## config.mk

```make
export PLATFORM = sky130hd
export DESIGN_NAME = chan_word_packer
export DESIGN_NICKNAME = d
export VERILOG_FILES = /design/src/rtl/cwp_pkg.sv /design/src/rtl/cwp_collect.sv /design/src/rtl/cwp_bank.sv /design/src/rtl/cwp_seq.sv /design/src/rtl/chan_word_packer.sv
export SDC_FILE = /design/constraint.sdc
export NUM_CORES = 2
export LEC_CHECK = 0
export BUFFER_PORTS_ARGS = -buffer_cell sky130_fd_sc_hd__buf_2
export CAP_MARGIN = 25
export CORE_MARGIN = 5
export CORE_UTILIZATION = 50
export DETAILED_ROUTE_END_ITERATION = 10
export GPL_ROUTABILITY_DRIVEN = 1
export PLACE_DENSITY = 0.66
export SYNTH_ARGS = -nofsm -noshare
export SYNTH_HDL_FRONTEND = slang
export SYNTH_SLANG_ARGS = --single-unit
```

## constraint.sdc

```tcl
create_clock -name clk -period 68.8 [get_ports clk]
set_clock_uncertainty 0.1 [all_clocks]
set_input_delay 13.76 -clock clk [delete_from_list [all_inputs] [get_ports clk]]
set_output_delay 13.76 -clock clk [all_outputs]
set_load 0.05 [all_outputs]
```

## src/rtl/cwp_pkg.sv

```systemverilog
package cwp_pkg;
  localparam int unsigned DEF_NUM_CH  = 16;
  localparam int unsigned DEF_GRP_LEN = 64;

  // Index of the lowest set bit; 0 when none is set.
  function automatic int unsigned low_index(input logic [31:0] v);
    int unsigned r;
    r = 0;
    for (int i = 31; i >= 0; i--) begin
      if (v[i]) r = i;
    end
    return r;
  endfunction
endpackage

```

## src/rtl/cwp_collect.sv

```systemverilog
module cwp_collect
  import cwp_pkg::*;
#(
  parameter int unsigned NUM_CH  = DEF_NUM_CH,
  parameter int unsigned GRP_LEN = DEF_GRP_LEN
) (
  input  logic                              clk,
  input  logic                              rst,
  input  logic                              stb,
  input  logic [NUM_CH-1:0]                 data,
  input  logic                              flush,
  output logic                              done,
  output logic [NUM_CH-1:0][GRP_LEN-1:0]    words
);
  localparam int unsigned CNT_W = (GRP_LEN > 1) ? $clog2(GRP_LEN) : 1;
  localparam logic [CNT_W-1:0] LAST_POS = CNT_W'(GRP_LEN - 1);

  logic [CNT_W-1:0]                 pos;
  logic [NUM_CH-1:0][GRP_LEN-1:0]   acc;
  logic                             full_grp;
  logic                             part_grp;

  // Current group with this cycle's sample merged at its position.
  always_comb begin
    words = acc;
    if (stb) begin
      for (int c = 0; c < NUM_CH; c++) begin
        words[c][pos] = data[c];
      end
    end
  end

  assign full_grp = stb && (pos == LAST_POS);
  assign part_grp = flush && (stb || (pos != '0));
  assign done     = full_grp || part_grp;

  always_ff @(posedge clk) begin
    if (rst) begin
      pos <= '0;
      acc <= '0;
    end else if (done) begin
      pos <= '0;
      acc <= '0;
    end else if (stb) begin
      acc <= words;
      pos <= pos + 1'b1;
    end
  end
endmodule

```

## src/rtl/cwp_bank.sv

```systemverilog
module cwp_bank
  import cwp_pkg::*;
#(
  parameter int unsigned NUM_CH  = DEF_NUM_CH,
  parameter int unsigned GRP_LEN = DEF_GRP_LEN,
  parameter int unsigned IDX_W   = 4
) (
  input  logic                              clk,
  input  logic                              load,
  input  logic [NUM_CH-1:0][GRP_LEN-1:0]    wr_words,
  input  logic [IDX_W-1:0]                  rd_idx,
  output logic [GRP_LEN-1:0]                rd_word
);
  logic [GRP_LEN-1:0] mem [NUM_CH];

  for (genvar g = 0; g < NUM_CH; g++) begin : g_slot
    always_ff @(posedge clk) begin
      if (load) mem[g] <= wr_words[g];
    end
  end

  assign rd_word = mem[rd_idx];
endmodule

```

## src/rtl/cwp_seq.sv

```systemverilog
module cwp_seq
  import cwp_pkg::*;
#(
  parameter int unsigned NUM_CH  = DEF_NUM_CH,
  parameter int unsigned GRP_LEN = DEF_GRP_LEN,
  parameter int unsigned IDX_W   = 4
) (
  input  logic                 clk,
  input  logic                 rst,
  input  logic                 grp_done,
  input  logic [NUM_CH-1:0]    grp_mask,
  input  logic [GRP_LEN-1:0]   rd_word,
  input  logic                 out_ready,
  output logic                 load,
  output logic [IDX_W-1:0]     rd_idx,
  output logic                 out_valid,
  output logic [GRP_LEN-1:0]   out_data,
  output logic [IDX_W-1:0]     out_chan,
  output logic                 out_last,
  output logic                 overflow
);
  logic [NUM_CH-1:0] rem;
  logic [NUM_CH-1:0] rem_after;
  logic [NUM_CH-1:0] pick;
  logic              pop;
  logic              mask_any;

  always_comb begin
    rd_idx    = IDX_W'(low_index(32'(rem)));
    pop       = (rem != '0) && (!out_valid || out_ready);
    pick      = '0;
    pick[rd_idx] = 1'b1;
    rem_after = pop ? (rem & ~pick) : rem;
    mask_any  = (grp_mask != '0);
    load      = grp_done && mask_any && (rem_after == '0);
  end

  always_ff @(posedge clk) begin
    if (rst) begin
      rem       <= '0;
      out_valid <= 1'b0;
      out_data  <= '0;
      out_chan  <= '0;
      out_last  <= 1'b0;
      overflow  <= 1'b0;
    end else begin
      rem <= load ? grp_mask : rem_after;
      if (grp_done && mask_any && (rem_after != '0)) overflow <= 1'b1;
      if (pop) begin
        out_valid <= 1'b1;
        out_data  <= rd_word;
        out_chan  <= rd_idx;
        out_last  <= (rem_after == '0);
      end else if (out_ready) begin
        out_valid <= 1'b0;
      end
    end
  end
endmodule

```

## src/rtl/chan_word_packer.sv

```systemverilog
module chan_word_packer
  import cwp_pkg::*;
#(
  parameter int unsigned NUM_CH  = DEF_NUM_CH,
  parameter int unsigned GRP_LEN = DEF_GRP_LEN,
  localparam int unsigned IDX_W  = (NUM_CH > 1) ? $clog2(NUM_CH) : 1
) (
  input  logic                 clk,
  input  logic                 rst,
  input  logic                 smp_stb,
  input  logic [NUM_CH-1:0]    smp_data,
  input  logic [NUM_CH-1:0]    ch_mask,
  input  logic                 flush,
  input  logic                 out_ready,
  output logic                 out_valid,
  output logic [GRP_LEN-1:0]   out_data,
  output logic [IDX_W-1:0]     out_chan,
  output logic                 out_last,
  output logic                 overflow
);
  logic                             grp_done;
  logic [NUM_CH-1:0][GRP_LEN-1:0]   grp_words;
  logic                             bank_load;
  logic [IDX_W-1:0]                 rd_idx;
  logic [GRP_LEN-1:0]               rd_word;

  cwp_collect #(.NUM_CH(NUM_CH), .GRP_LEN(GRP_LEN)) u_collect (
    .clk   (clk),
    .rst   (rst),
    .stb   (smp_stb),
    .data  (smp_data),
    .flush (flush),
    .done  (grp_done),
    .words (grp_words)
  );

  cwp_bank #(.NUM_CH(NUM_CH), .GRP_LEN(GRP_LEN), .IDX_W(IDX_W)) u_bank (
    .clk      (clk),
    .load     (bank_load),
    .wr_words (grp_words),
    .rd_idx   (rd_idx),
    .rd_word  (rd_word)
  );

  cwp_seq #(.NUM_CH(NUM_CH), .GRP_LEN(GRP_LEN), .IDX_W(IDX_W)) u_seq (
    .clk       (clk),
    .rst       (rst),
    .grp_done  (grp_done),
    .grp_mask  (ch_mask),
    .rd_word   (rd_word),
    .out_ready (out_ready),
    .load      (bank_load),
    .rd_idx    (rd_idx),
    .out_valid (out_valid),
    .out_data  (out_data),
    .out_chan  (out_chan),
    .out_last  (out_last),
    .overflow  (overflow)
  );
endmodule

```

==> flow_metrics.tcl <==
set metrics [dict create \
    nFillCells 13100 \
    vdd_drop_max_mv 0.166 \
    cts_made_buffers 210 \
    rsz0062_at_grt "no" \
    synth-simple-area-share 0.109 \
    area_delta_synth_final_pct 12.0 \
    grt_max_degree 228 \
    min_path_type "reg -> reg" \
    clkSinkCount 2141 \
    synth-seq-cells 2141 \
    ys_warn_count 0 \
    numPortBuffers 107 \
    regArea_um2 53100 \
    htreeDepth 4 \
    synth_area_leaders "edfxtp_1 (38%), dfxtp_1 (28%), mux2_2 (14%)" \
    seq_area_frac_synth 0.656 \
    report.final.slew_viol_count 0 \
    synthAdderAreaFrac 0.000433 \
    antenna_found_initial 17 \
    drv_cap 0 \
    grt_pass1_vias 48100 \
    worst_path_dominant_cell_family "buffers and inverters" \
    fmax_mhz 51.8 \
    insertion_delay_ns 0.83 \
    num_vias 48500 \
    synthXorXnorAreaFrac 0.000216 \
    clockRootBuffer "clkbuf_16" \
    core_um2 161000 \
    cp_cell_sequence "buf_2, nand2b_1, nand3_2, nor2_2, o211ai_1, a221oi_1, o2111a_2, nor2b_4, buf_4, buf_4, buf_4, buf_4" \
    crit_fanout 75 \
    cp_common_cell "buf_4" \
    synthArstFlopShare 0 \
    synth_top_family_by_area "multiplexers" \
    synth_top_cell_area_share 0.380 \
    syn-cell-area_um2 80900 \
    design_area_um2 90700 \
    hold_buffers 0 \
    multiInputGateArea_um2 26200 \
    wl_per_cell_um 26.0 \
    drt_pass1_iterations 8 \
    fin_crit_sh 0.281 \
    via_per_inst 5.83 \
    layout_commonest_cell "dfxtp_1" \
    dieArea_um2 170000 \
    die_w_um 412 \
    final_layout_size_suffix_gt1_frac 0.262 \
    synth_cells 6009 \
    hpwl_mm 110 \
    drt.antenna.violating_nets 0 \
    dpl_cell_area_um2 83600 \
    synth_edf_count 1024 \
    relSlewSlack 0.227 \
    cp-end-kind "flip-flop" \
    syn_area_per_cell_um2 13.5 \
    clockBufferDepth 3 \
    pwr_density_cell_nw_per_um2 50.5 \
    most-common-layout-cells "dfxtp_1 (1,117), nor2b_1 (1,031), mux2_2 (1,024), edfxtp_1 (1,024), nand2_1 (342)" \
    startpoint_type "input pin" \
    power.leakage_uw 0.0335 \
    cts_setup_buffers 0 \
    cp.required_ns 69.14 \
    cpPeakStageDelay_ns 0.86 \
    drt-initial-drc-count 5029 \
    grt_pass1_wl_mm 319 \
    synth.distinct_cells 68 \
    drt_drc_violations_left 0 \
    io_pins 108 \
    setup_tns_ns 0 \
    muxShareOfSynthArea 0.150 \
    crit_arrival_ns 19.64 \
    gp_congestion 0.908 \
    synth.largest_area_cell "edfxtp_1" \
    worst_pin_slew_ns 1.16 \
    cp_num_buf_inv 5 \
    synth_flop_cell "dfxtp_1" \
    final_nets 6020 \
    num_rows 147 \
    die_h_um 412 \
    cts_tree "done" \
    hold_viol 0 \
    cp_slowest_cell "buf_4" \
    post_cts_resize_count 0 \
    setup_viol 0 \
    clk_pin_slew_ns 0.06 \
    grt-ovfl-total 0 \
    outcome "finished, final reports clean" \
    initial_core_util 0.503 \
    crit_type "in -> reg" \
    synth_compound_area_frac 0.0614 \
    grtUsageTotal 0.252 \
    finalCriticalPeriod_ns 19.31 \
    synth_fp_nets 6048 \
    drt_wl_total_mm 217 \
]
## final timing paths
kind | from | to | slack (ns) | cells past startpoint
setup / recovery | out_ready | u_bank.mem[4][2]$_DFFE_PP_ | 49.49 | 12
hold / removal | u_seq.out_last$_SDFFE_PP0P_ | u_seq.out_last$_SDFFE_PP0P_ | 0.37 | 2
setup reg to reg | u_seq.rem[3]$_SDFF_PP0_ | u_bank.mem[4][2]$_DFFE_PP_ | 61.89 | 11
hold reg to reg | u_seq.out_last$_SDFFE_PP0P_ | u_seq.out_last$_SDFFE_PP0P_ | 0.37 | 2
## final cells by class
type                       instances  share of cell area
clock buffer                     326              0.0689
timing repair buffer             225              0.0177
multi-input combinational       3394               0.289
clock inverter                    70             0.00839
tap                             2160              0.0298
sequential                      2141               0.586
inverter                           9            0.000400
antenna                            3           0.0000828
## worst min-delay path, stage by stage, from the launching register on
cell and delay [ns]:
dfxtp_1 0.31, nand2_1 0.05, a21oi_1 0.05
## layer usage
metal,vias to the layer above,GRT usage,share of wire
met1,24900,0.354,0.44
met2,1722,0.409,0.47
met4,0,0.0645,0.024
li1,21600,-,-
met5,-,0,0
met3,316,0.0422,0.073
## through the flow
step	hold WS [ns]	total power (uW)	setup WS [ns]	instances	utilization
global placement	0.353	3420	48.88	7926	0.520
global route	0.387	4750	49.28	8325	0.564
finish	0.365	4580	49.49	8328	0.564
floorplan	0.377	3280	6.43	6009	-
CTS	0.366	4580	49.68	8323	0.564
detailed placement	0.356	3430	48.78	7927	0.520
## synth_stat cells (3+ instances only)
library cell	number
nand3_1	17
buf_1	18
or4_1	3
buf_2	39
a222oi_1	126
nor3_1	10
mux2_2	1024
mux2i_1	60
nand2b_1	10
nand2_1	343
a221oi_1	11
a21oi_1	281
a2111oi_0	11
o22ai_1	21
o31ai_1	3
dfxtp_1	1117
a311oi_1	10
inv_1	8
a221o_1	41
or2_2	6
a32o_1	9
or2_1	4
a211oi_1	37
edfxtp_1	1024
and2_1	3
nand4_1	6
a31oi_1	34
clkbuf_1	407
a41oi_1	11
nor2_1	131
a22oi_1	7
nor2b_1	1033
o21ai_0	67
o221ai_1	8
nor4_2	4
or3_1	5
o2bb2ai_1	5
a22o_1	12
nor4_1	7
## kinds of logic (layout without fill, tap and decap cells)
kind of cell	count (synthesis)	in the layout
adders and majority gates	3	3
AOI/OAI and AO/OA	713	713
muxes	1084	1084
other	0	3
buffers and inverters	474	630
DFF	2141	2141
xor gates and xnor gates	2	2
and+or+nand+nor	1592	1592
## where the power goes
part,total (uW),switching (uW),internal (uW)
clock network,1150,481,672
registers,1760,83.6,1670
logic,1670,1250,414
total,4580,1820,2760
## registers in the layout, indices dropped and copies added, names as in the netlist
name             count
u_bank.mem        1024
u_collect.acc     1024
u_collect.pos        6
u_seq.out_chan       4
u_seq.out_data      64
u_seq.out_last       1
u_seq.out_valid      1
u_seq.overflow       1
u_seq.rem           16
(Power assumes the default switching activity.)
